`src/rtl/pwrrst_pkg.sv`:
```
package pwrrst_pkg;
  localparam int unsigned REG_W      = 32;
  localparam int unsigned KEY_W      = 8;
  localparam int unsigned ADDR_W     = 13;
  localparam int unsigned STICKY_POS = 16;

  localparam logic [ADDR_W-1:0] OFF_POWER  = 13'h800;
  localparam logic [ADDR_W-1:0] OFF_RSTCTL = 13'h804;
  localparam logic [ADDR_W-1:0] OFF_STATUS = 13'h814;

  localparam logic [KEY_W-1:0] KEY_POWER  = 8'h26;
  localparam logic [KEY_W-1:0] KEY_RSTCTL = 8'hB1;

  // command bit positions inside the reset-control register
  localparam int unsigned RC_GO_BIT  = 0;
  localparam int unsigned RC_CLR_BIT = 1;

  typedef enum logic [0:0] {
    SLOT_POWER  = 1'b0,
    SLOT_RSTCTL = 1'b1
  } key_slot_e;

  typedef struct packed {
    logic pwr_we;
    logic pwr_val;
    logic rst_we;
    logic rst_go;
    logic rst_clr;
  } keyed_cmd_t;
endpackage

```
`src/rtl/pwrrst_rst_sync.sv`:
```
module pwrrst_rst_sync #(
  parameter int unsigned STAGES = 2
) (
  input  logic clk,
  input  logic rst_n,
  output logic rst_sync_n
);
  logic [STAGES-1:0] chain_q;
  logic [STAGES-1:0] chain_d;

  always_comb begin
    chain_d = {chain_q[STAGES-2:0], 1'b1};
  end

  always_ff @(posedge clk or negedge rst_n) begin
    if (!rst_n) chain_q <= '0;
    else        chain_q <= chain_d;
  end

  assign rst_sync_n = chain_q[STAGES-1];
endmodule

```
`src/rtl/pwrrst_decode.sv`:
```
module pwrrst_decode
  import pwrrst_pkg::*;
#(
  parameter int unsigned ADDR_BITS = ADDR_W,
  parameter int unsigned DATA_BITS = REG_W,
  parameter int unsigned KEY_BITS  = KEY_W,
  parameter int unsigned NSLOT     = 2,
  parameter logic [NSLOT*ADDR_BITS-1:0] SLOT_OFFS = {OFF_RSTCTL, OFF_POWER},
  parameter logic [NSLOT*KEY_BITS-1:0]  SLOT_KEYS = {KEY_RSTCTL, KEY_POWER}
) (
  input  logic [ADDR_BITS-1:0] addr,
  input  logic [DATA_BITS-1:0] wdata,
  input  logic                 we,
  output logic [NSLOT-1:0]     slot_hit
);
  localparam int unsigned KEY_LSB = DATA_BITS - KEY_BITS;

  logic [KEY_BITS-1:0] key_field;
  assign key_field = wdata[DATA_BITS-1:KEY_LSB];

  for (genvar s = 0; s < NSLOT; s++) begin : g_slot
    logic addr_match;
    logic key_match;
    assign addr_match  = (addr == SLOT_OFFS[s*ADDR_BITS +: ADDR_BITS]);
    assign key_match   = (key_field == SLOT_KEYS[s*KEY_BITS +: KEY_BITS]);
    assign slot_hit[s] = we & addr_match & key_match;
  end
endmodule

```
`src/rtl/pwrrst_power.sv`:
```
module pwrrst_power (
  input  logic clk,
  input  logic rst_n,
  input  logic upd_en,
  input  logic upd_val,
  output logic en_q
);
  logic en_d;

  always_comb begin
    en_d = en_q;
    if (upd_en) en_d = upd_val;
  end

  always_ff @(posedge clk or negedge rst_n) begin
    if (!rst_n)      en_q <= 1'b0;
    else if (upd_en) en_q <= en_d;
  end
endmodule

```
`src/rtl/pwrrst_rstunit.sv`:
```
module pwrrst_rstunit (
  input  logic clk,
  input  logic rst_n,
  input  logic cmd_we,
  input  logic cmd_go,
  input  logic cmd_clr,
  output logic pulse_q,
  output logic sticky_q
);
  logic pulse_d;
  logic sticky_d;
  logic fire;

  assign fire = cmd_we & cmd_go;

  always_comb begin
    pulse_d  = fire;
    sticky_d = sticky_q;
    if (fire)                  sticky_d = 1'b1;  // a new reset wins over a clear
    else if (cmd_we & cmd_clr) sticky_d = 1'b0;
  end

  always_ff @(posedge clk or negedge rst_n) begin
    if (!rst_n) begin
      pulse_q  <= 1'b0;
      sticky_q <= 1'b1;
    end else begin
      pulse_q  <= pulse_d;
      sticky_q <= sticky_d;
    end
  end
endmodule

```
`src/rtl/pwrrst_rdmux.sv`:
```
module pwrrst_rdmux
  import pwrrst_pkg::*;
#(
  parameter int unsigned ADDR_BITS = ADDR_W,
  parameter int unsigned DATA_BITS = REG_W,
  parameter int unsigned FLAG_POS  = STICKY_POS
) (
  input  logic [ADDR_BITS-1:0] addr,
  input  logic                 en,
  input  logic                 sticky,
  output logic [DATA_BITS-1:0] rdata
);
  always_comb begin
    rdata = '0;
    unique case (addr)
      OFF_POWER:  rdata[0]        = en;
      OFF_STATUS: rdata[FLAG_POS] = sticky;
      default:    rdata           = '0;
    endcase
  end
endmodule

```
`src/rtl/pwrrst_gate.sv`:
```
module pwrrst_gate
  import pwrrst_pkg::*;
#(
  parameter int unsigned ADDR_BITS   = ADDR_W,
  parameter int unsigned DATA_BITS   = REG_W,
  parameter int unsigned KEY_BITS    = KEY_W,
  parameter int unsigned SYNC_STAGES = 2
) (
  input  logic                 clk,
  input  logic                 rst_n,
  input  logic [ADDR_BITS-1:0] reg_addr,
  input  logic [DATA_BITS-1:0] reg_wdata,
  input  logic                 reg_we,
  output logic [DATA_BITS-1:0] reg_rdata,
  output logic                 pwr_en_o,
  output logic                 periph_rst_o
);
  localparam int unsigned NSLOT = 2;

  logic             rst_sync_n;
  logic [NSLOT-1:0] slot_hit;
  keyed_cmd_t       cmd;
  logic             sticky_q;

  pwrrst_rst_sync #(.STAGES(SYNC_STAGES)) u_sync (
    .clk        (clk),
    .rst_n      (rst_n),
    .rst_sync_n (rst_sync_n)
  );

  pwrrst_decode #(
    .ADDR_BITS (ADDR_BITS),
    .DATA_BITS (DATA_BITS),
    .KEY_BITS  (KEY_BITS),
    .NSLOT     (NSLOT)
  ) u_dec (
    .addr     (reg_addr),
    .wdata    (reg_wdata),
    .we       (reg_we),
    .slot_hit (slot_hit)
  );

  always_comb begin
    cmd.pwr_we  = slot_hit[SLOT_POWER];
    cmd.pwr_val = reg_wdata[0];
    cmd.rst_we  = slot_hit[SLOT_RSTCTL];
    cmd.rst_go  = reg_wdata[RC_GO_BIT];
    cmd.rst_clr = reg_wdata[RC_CLR_BIT];
  end

  pwrrst_power u_pwr (
    .clk     (clk),
    .rst_n   (rst_sync_n),
    .upd_en  (cmd.pwr_we),
    .upd_val (cmd.pwr_val),
    .en_q    (pwr_en_o)
  );

  pwrrst_rstunit u_rst (
    .clk      (clk),
    .rst_n    (rst_sync_n),
    .cmd_we   (cmd.rst_we),
    .cmd_go   (cmd.rst_go),
    .cmd_clr  (cmd.rst_clr),
    .pulse_q  (periph_rst_o),
    .sticky_q (sticky_q)
  );

  pwrrst_rdmux #(
    .ADDR_BITS (ADDR_BITS),
    .DATA_BITS (DATA_BITS)
  ) u_rd (
    .addr   (reg_addr),
    .en     (pwr_en_o),
    .sticky (sticky_q),
    .rdata  (reg_rdata)
  );
endmodule

```
`config.mk`:
```
export PLATFORM = sky130hd
export DESIGN_NAME = pwrrst_gate
export DESIGN_NICKNAME = d
export VERILOG_FILES = /design/src/rtl/pwrrst_pkg.sv /design/src/rtl/pwrrst_rst_sync.sv /design/src/rtl/pwrrst_decode.sv /design/src/rtl/pwrrst_power.sv /design/src/rtl/pwrrst_rstunit.sv /design/src/rtl/pwrrst_rdmux.sv /design/src/rtl/pwrrst_gate.sv
export SDC_FILE = /design/constraint.sdc
export NUM_CORES = 1
export LEC_CHECK = 0
export CORE_AREA = 4 4 41 43
export CTS_BUF_LIST = sky130_fd_sc_hd__clkbuf_8
export DETAILED_ROUTE_END_ITERATION = 6
export DIE_AREA = 0 0 45 47
export DONT_BUFFER_PORTS = 1
export GPL_TIMING_DRIVEN = 0
export PLACE_DENSITY = 0.6
export SLEW_MARGIN = 20
export SYNTH_ARGS = -nofsm -noshare
export SYNTH_HDL_FRONTEND = slang
export SYNTH_SLANG_ARGS = --single-unit
```
`constraint.sdc`:
```
create_clock -name clk -period 1.5 [get_ports clk]
set_clock_uncertainty 0.1 [all_clocks]
set_input_delay 0.3 -clock clk [delete_from_list [all_inputs] [get_ports clk]]
set_output_delay 0.3 -clock clk [all_outputs]
set_load 0.005 [all_outputs]
```
* Yosys cells after proc, flatten, opt, wreduce, memory -nomap -nowiden *
Index checks and enable logic that the tools add are counted.
W data, S select, Z words.

word-level totals
  register bits after elaboration = 5
  bits of input ports = 48

operators by class
  eq/ne operators = 5
  muxes and demuxes = 4
  bitwise logic cells = 6
  reductions and logical operators = 1

operators with widths
  operator                count
  $eq A13 B12 Y1 const B  3
  $eq A8 B6 Y1 const B    1
  $eq A8 B8 Y1 const B    1
  $and A1 B1 Y1           6
  $mux W1                 4
  $reduce_bool A2 Y1      1

* Logic depth before layout (Yosys ltp) *
Gate-level depths: netlist (run 1).

  depth in word-level cells = 6
  depth in mapped cells = 4
  gate-level depth less buffers = 4

* By module *
A second synthesis (run 1) with hierarchy kept.

second synthesis, totals
  cell total of the unflattened synthesis = 60
  area total of the unflattened synthesis = 541.8 um^2

modules (own cells, without submodules)
  module           times used  cells an instance  area each (um^2)  sequential area each (um^2)
  pwrrst_rdmux     1           38                 279.0             0.0
  pwrrst_decode    1           12                 97.6              0.0
  pwrrst_rstunit   1           5                  71.3              51.3
  pwrrst_rst_sync  1           3                  53.8              50.0
  pwrrst_power     1           2                  40.0              25.0

* Worst setup path after synthesis (run 1) *
OpenSTA, ideal clock, no wires.

  path type = in2reg
  start point = input reg_addr[9]
  end point = register u_pwr.en_q
  data arrival time = 1,319 ps
  data required time = 1,272 ps
  path slack = -46 ps
  cell stages on the path = 4
  path buffers = 0
  cells stage by stage = nor4_2 -> nand4_2 -> nor4_2 -> mux2_1

between the ends
  longest elaborated chain between the ends = 3

RTL lines
  element                      RTL line             text
  start: declaration           pwrrst_gate.sv:11    input logic [ADDR_BITS-1:0] reg_addr,
  $eq A13 B12 Y1               pwrrst_decode.sv:24  assign addr_match = (addr == SLOT_OFFS[s*ADDR_BITS +: ADDR_BITS]);
  $and A1 B1 Y1 (2 in series)  pwrrst_decode.sv:26  assign slot_hit[s] = we & addr_match & key_match;
  end signal: assignment       pwrrst_power.sv:17   else if (upd_en) en_q <= en_d;
  end: declaration             pwrrst_power.sv:6    output logic en_q

No other way between the ends.
A chain may end at the register's enable or synchronous reset.

* Final worst setup path (run 1) *
  start point = input reg_addr[7]
  end point = output reg_rdata[0]

between the ends
  longest elaborated chain between the ends = 2

RTL lines
  element           RTL line            text
  $eq A13 B12 Y1    pwrrst_rdmux.sv:15  unique case (addr)
  $mux W1           pwrrst_rdmux.sv:15
  end: declaration  pwrrst_gate.sv:14   output logic [DATA_BITS-1:0] reg_rdata,

No other way between the ends.

==> results, run 1 <==
- In the final layout, the share of cells above drive strength 1 is 0.446.
- Summed over all cells, the static leakage comes to approximately 0.41 nW.
- On the final layout, the worst hold slack is 0.0953 ns.
- In this run the horizontal extent of the chip is roughly 45 um.
- The critical path's largest stage delay is around 0.30 ns.
- After synthesis the cells add up to slightly above 500 sq um.
- The iteration-0 DRC count of the detailed router is 4.
- The critical path startpoint category is an input pin.
- Synthesis produced a netlist whose cell count is between 50 and 60.
- The kind of cell adding the most delay to the critical path is simple AND/OR/NAND/NOR gates.
- The clock root buffer is sky130_fd_sc_hd__clkbuf_8.
- The H-tree depth is 1.
- Of all flip-flops after synthesis, the portion carrying an async set or reset was 1.00.
- The quantity of I/O buffers inserted on ports is 0.
- TritonCTS created 3 clock buffers.
- The synthesized design contains 0 enable-type register cells.
- Setup repair after global routing left no endpoint under its margin.
- The growth of design area from synthesis to finish is 48.5%.
- The first detailed-routing pass ran for 4 iterations.
- After synthesis, the cell types taking the most area are sky130_fd_sc_hd__buf_4 44%, sky130_fd_sc_hd__dfrtp_1 20%, sky130_fd_sc_hd__nor4_2 7.4%.
- The initial antenna violation count came to 0.
- In this run the core area contains 13 standard-cell rows.
- The arrival time reported for the critical path endpoint is around 1.0 ns.
- For this design, the sink count on the clock tree is 5.
- The design area is approximately 760 sq um.
- The post-detailed-routing wire length is 1.15 mm.
- The critical path capture point type is an output port.
- The longest clock path from root to sink contains 2 buffers.
- In this run the cell area measured after placement is roughly 640 sq um.
- TritonCTS built the clock tree.
- The worst hold path class is register to async pin.
- The die height is between 40 and 50 um.
- The peak supply drop is between 0.7 and 0.8 mV.
- The number of hold violations in the final report is 0.
- For this run the aggregate overflow at the end of global routing stands at 0.
- Of all nets on the critical path, the largest fanout is 4.
- Once detail routing completed, the nets flagged for antenna violations numbered 0.
- Detailed placement finished with a half-perimeter wire length of 950 um.
- The total I/O pin count is 82.
- By instance count, the leading cell after synthesis is sky130_fd_sc_hd__buf_4.
- The maximum frequency from static timing analysis is roughly 700 MHz.
- The final layout net count is around 140.
- The biggest area contributor in the post-synthesis netlist is sky130_fd_sc_hd__buf_4.
- Using the TritonRoute via totals, the vias-per-cell ratio works out to approximately 3.7.
- The total area inside the core boundary comes to around 1300 sq um.
- The start-to-end type of the worst setup path is input pin to output port.
- STA puts the critical path data required time at ~1.1 ns.
- The number of flip-flops and latches in the synthesized netlist is 5.
- The overall die area is roughly 2100 sq um.
- Power spread over the standard cell area amounts to 630 nW/um^2.
- The share of Yosys cell area claimed by the top area cell type is 0.441.
- The cell with the largest stage delay on the worst path is sky130_fd_sc_hd__nor4_4.
- Setup violations remaining at the end of the flow were counted as 0.
- For the worst-skew pair, the clock arrives at the later sink with an insertion delay of approximately 0.22 ns.
- The DRC violations left is 0.
- The first global-routing pass estimated around 1.3 mm of wire.
- Walking the worst path, the cells encountered are nor4_4 > nand4_4 > nor4b_4.
- The via count of the first global-routing pass was 351.
- The sequential cell area fraction in the yosys report is 0.248.
- The flow ran to the end, and the final reports show no timing, DRC or antenna violations.
- The congestion estimate from routability-driven global placement came to slightly above 0.7.
- The number of warnings printed during yosys synthesis is 0.
- A synthesized cell averages 9.12 sq um.
- The predominant post-synthesis flop cell is sky130_fd_sc_hd__dfrtp_1.
- The maximum number of pins on one net before global-route repair is 5.
- The critical path buffer and inverter count is 0.
- The time the final worst path needs with I/O delays and setup is between 1 and 1.5 ns.
- In the global route stage, overall resource usage came out at 0.0890.
- The detailed router placed between 400 and 500 vias in this run.
- In the finished design, the share of the clock period the worst path needs comes to 0.955.
- The clock-pin slew on the worst setup and hold paths is roughly 0.040 ns.
- The max-slew violation count is 0.
- The starting density of the core is 0.392.
- The commonest cells after synthesis are 30 x sky130_fd_sc_hd__buf_4, 4 x sky130_fd_sc_hd__dfrtp_1, 3 x sky130_fd_sc_hd__nor4_2.
- The repair_antennas step left the layout with diodes totalling 0.
- The max-capacitance violation count is 0.
- In the final routed layout, each cell accounts on average for roughly 11 um.
- Counting distinct cell types in the post-synthesis netlist gives 16.
per-layer routing:
layer  part of all wire  track usage  wire, um
met1               0.29       0.0741       332
met2               0.50        0.155       574
met3               0.21       0.0728       241
met4                  0       0.0351         0
met5                  0            0         0
flip-flops by register name, indices dropped and copies added (netlist names):
name            flops
u_sync.chain_q      2
u_pwr.en_q          1
u_rst.pulse_q       1
u_rst.sticky_q      1
repair_timing:
item                                   4_1_cts  5_1_grt
hold buffers                                 2        0
buffers inserted                             1        0
endpoints found under the hold margin        4        0
gates resized for setup                      3        3
setup endpoints to repair                    1        2
pin swaps                                    1        0
layout by cell type, fill, tap and decap left out, drive strengths merged:
cell type,n
buf,31
conb,31
dfrtp,4
clkbuf,3
nor4,3
nor2,2
nand2,2
nand3,2
dlygate4sd3,2
nor4bb,2
nor4b,2
nand4,1
nand4b,1
nor3,1
mux2,1
o31ai,1
nand2b,1
inv,1
dfstp,1
final timing paths:
kind / from / endpoint / slack [ns] / depth (start not counted)
hold / removal: u_sync.chain_q[1] / u_rst.sticky_q / 0.1 / 0
setup / recovery: reg_addr[7] / reg_rdata[0] / 0.07 / 3
hold reg to reg: u_sync.chain_q[1] / u_rst.sticky_q / 0.1 / 0
max in group asynchronous: u_sync.chain_q[1] / u_pwr.en_q / 0.68 / 1
setup reg to reg: u_pwr.en_q / u_pwr.en_q / 0.58 / 1
min in group clk: reg_wdata[0] / u_rst.pulse_q / 0.11 / 2
through the flow:
stage	worst slack (ns)	utilization	cells	TNS (ns)	total power, mW
after CTS	0.0161	0.564	107	0	0.472
final	0.0669	0.583	107	0	0.478
after detailed placement	-0.176	0.490	100	-0.329	0.223
after global routing	0.0163	0.583	107	0	0.504
after global placement	-0.161	0.490	100	-0.298	0.223
after floorplan	-0.0455	-	85	-0.0455	0.222
power breakdown:
| part | switching, mW | internal [mW] |
|---|---|---|
| Combinational | 0.0343 | 0.0606 |
| Sequential | 0.00135 | 0.139 |
| Clock | 0.0674 | 0.176 |
cell families (layout without fill, tap and decap cells):
logic type,Yosys count,count (layout),synth area share
flip-flops,5,5,0.248
buffers and inverters,30,37,0.441
other,2,31,0.0147
AND/OR/NAND/NOR,17,17,0.260
multiplexers,1,1,0.0221
AO/OA/AOI/OAI,1,1,0.0147
area by class of cell:
| type | count | area (sq um) |
|---|---|---|
| fillers | 127 | 543 |
| multi-input cells | 50 | 315 |
| plain buffers | 30 | 225 |
| flip-flops and latches | 5 | 126 |
| clock buffers | 3 | 41.3 |
| repair buffers | 3 | 27.5 |
| well taps | 15 | 18.8 |
| clock inverters | 1 | 3.75 |
Note: power is estimated with default switching activity, not from simulation.
==> run 2, diff against run 1 <==
Settings changed: REMOVE_ABC_BUFFERS set to 1.
==> run 2 against run 1 <==
Compared with the run above:
- global-route usage is 0.72 points lower
- count of clock-buffer cells in the layout unchanged
- sequential power about the same
- sequential cell count unchanged
- maximum frequency hardly changed
- total power decreased by 14%
- wire length shrank 18%
- worst hold slack got worse by 0.0084 ns
- largest cell class unchanged
- utilization decreased by 19 points
- largest power group unchanged
- design area is 32% lower
- first-iteration DRC count grew 75%
==> results, run 2 (synthesis gave the netlist of run 1 again) <==
- The residual overflow from global routing is 0 (unchanged).
- The overall die width is 45 um (unchanged).
- The H-tree depth is 1 (unchanged).
- The iteration-0 DRC count of the detailed router is 7 (+3).
- The final weighted congestion of routability-driven global placement is 0.656 (-7.2%).
- The number of setup violations in the final report is 0 (unchanged).
- The global-route usage over all layers came to 0.0819 (-0.00715).
- The wire length per cell after detailed routing is 12.2 um (+14%).
- The met2 usage in global routing came to 0.136 (-0.0198).
- The global-route wire length before repair is 1.19 mm (-8.5%).
- The area of the multi-input gates was 298 sq um (-5.6%).
- The number of clock sinks was 5 (unchanged).
- The flow ran to the end, and the final reports show no timing, DRC or antenna violations.
- The critical path startpoint category is an input pin.
- The number of inserted filler cells in the final layout came to 142 (+12%).
- The post-placement worst setup slack is -0.203 ns (-0.0270 ns).
- The time the final worst path needs with I/O delays and setup was 1.43 ns (-0.00115 ns).
- The detailed-route via count is 309 (-23%).
- The quantity of I/O buffers inserted on ports is 0 (unchanged).
- The peak supply drop was 0.491 mV (-31%).
- The core area is 1300 sq um (unchanged).
- The top register by number of flip-flops is u_sync.chain_q.
- The initial antenna violation count is 0 (unchanged).
- The setup slack of the worst register-to-register path came to 0.59 ns (about the same).
- The met3 track demand over resource is 0.0881 (+0.0153).
- The max-slew violation count is 0 (unchanged).
- The worst-skew pair later-pin latency is 0.22 ns (about the same).
- The total I/O pin count was 82 (unchanged).
- The library cell used most frequently in the layout, excluding fill and tap cells, is sky130_fd_sc_hd__conb_1.
- The DRC violations left is 0 (unchanged).
- The clock-pin slew on the worst setup and hold paths is 0.03 ns (about the same).
- The HPWL after detailed placement is 831 um (-12%).
- The diode insertion count for antenna repair is 0 (unchanged).
- The CTS tree is done.
- The total area of sequential cells is 126 sq um (unchanged).
- The max-capacitance violation count came to 0 (unchanged).
- The fraction of final layout cells with drive strength greater than 1 is 0.177 (-0.268).
- The row count came to 13 (unchanged).
- The ratio of final minimum period to clock period is 0.955 (about the same).
- The power density normalized to cell area is 802 nW/um^2 (+27%).
- The start-to-end type of the worst setup path is input pin to output port.
- The number of flip-flops in the largest register was 2 (unchanged).
- The arrival time reported for the critical path endpoint is 1.03 ns (about the same).
- The maximum buffer depth of the clock tree is 2 (unchanged).
- The leakage power came to 0.237 nW (-42%).
- The iteration count of the initial detailed-routing pass was 4 (unchanged).
- The die height is 47 um (unchanged).
- The ratio of routed vias to standard cells is 4.01 (+7.1%).
- After global routing, the most crowded layer is met2.
- The starting density of the core is 0.392 (unchanged).
- The biggest fanout along the worst timing path is 4 (unchanged).
- The maximum frequency from static timing analysis is 698 MHz (about the same).
- The final layout net count is 111 (-21%).
- Compared with the post-synthesis result, the final layout area differs by 0.980%.
- The tree is rooted in a sky130_fd_sc_hd__clkbuf_8.
- The post-detailed-routing wire length was 941 um (-18%).
- The final setup slack of the worst path is 0.0681 ns (+0.00115 ns).
- The number of buffers created by CTS is 3 (unchanged).
- The maximum number of pins on one net before global-route repair is 5 (unchanged).
- The number of hold violations in the final report is 0 (unchanged).
- The met1 demand-to-capacity share in global routing is 0.0671 (-0.00694).
- The path class of the tightest hold or removal check is register to async pin.
- The tightest hold margin is 0.0869 ns (-0.00836 ns).
- The overall die area is 2120 sq um (unchanged).
- The critical path capture point type is an output port.
- In the layout the commonest cells are 31 x sky130_fd_sc_hd__conb_1, 4 x sky130_fd_sc_hd__dfrtp_1, 3 x sky130_fd_sc_hd__clkbuf_8.
- The via count of the first global-routing pass is 284 (-19%).
- The data required time of the worst path came to 1.10 ns (about the same).
- The count of antenna-violating nets left after detailed routing came to 0 (unchanged).
- Setup repair after global routing could not meet its margin everywhere.
run 2: repair_timing:
item,CTS,global route
hold endpoints to repair,4,0
hold buffers,2,0
gates resized for setup,2,2
endpoints found under the setup margin,1,2
pin swaps,1,0
setup buffers,1,0
run 2: metal layers:
layer,up-vias,wire [um]
met5,-,0
met4,0,0
met3,0,255
met2,37,449
met1,130,237
li1,142,-
run 2: area by class of cell:
| cell class | instances | area share |
|---|---|---|
| Timing Repair Buffer | 3 | 0.0534 |
| Clock inverter | 1 | 0.00728 |
| Sequential cell | 5 | 0.245 |
| Clock buffer | 3 | 0.0801 |
| Tap cell | 15 | 0.0364 |
| Multi-Input combinational cell | 50 | 0.578 |
run 2: through the flow:
stage	cells	util	power (mW)	cell area, sq um	TNS (ns)
floorplan	55	-	0.166	394	-0.0462
CTS	77	0.385	0.414	500	0
global route	77	0.396	0.433	515	-0.0341
finish	77	0.396	0.413	515	0
global placement	70	0.317	0.166	413	-0.310
detailed placement	70	0.317	0.167	413	-0.295
run 2: power breakdown:
group          total [mW]  switching [mW]  internal, mW
registers           0.140         0.00108         0.139
clock network       0.239          0.0636         0.175
logic              0.0348          0.0233        0.0114
run 2: worst max-delay path: stages:
cell	delay, ns
sky130_fd_sc_hd__nor4_4	0.26
sky130_fd_sc_hd__nand4_2	0.19
sky130_fd_sc_hd__nor4b_2	0.28
run 2: worst paths after layout:
kind	from	endpoint	cells after the start
min in group clk	reg_wdata[0]	u_rst.pulse_q	2
worst min-delay path	u_sync.chain_q[1]	u_rst.sticky_q	0
worst max register to register	u_pwr.en_q	u_pwr.en_q	1
worst max-delay path	reg_addr[7]	reg_rdata[0]	3
worst min register to register	u_sync.chain_q[1]	u_rst.sticky_q	0
max in group asynchronous	u_sync.chain_q[1]	u_pwr.en_q	1
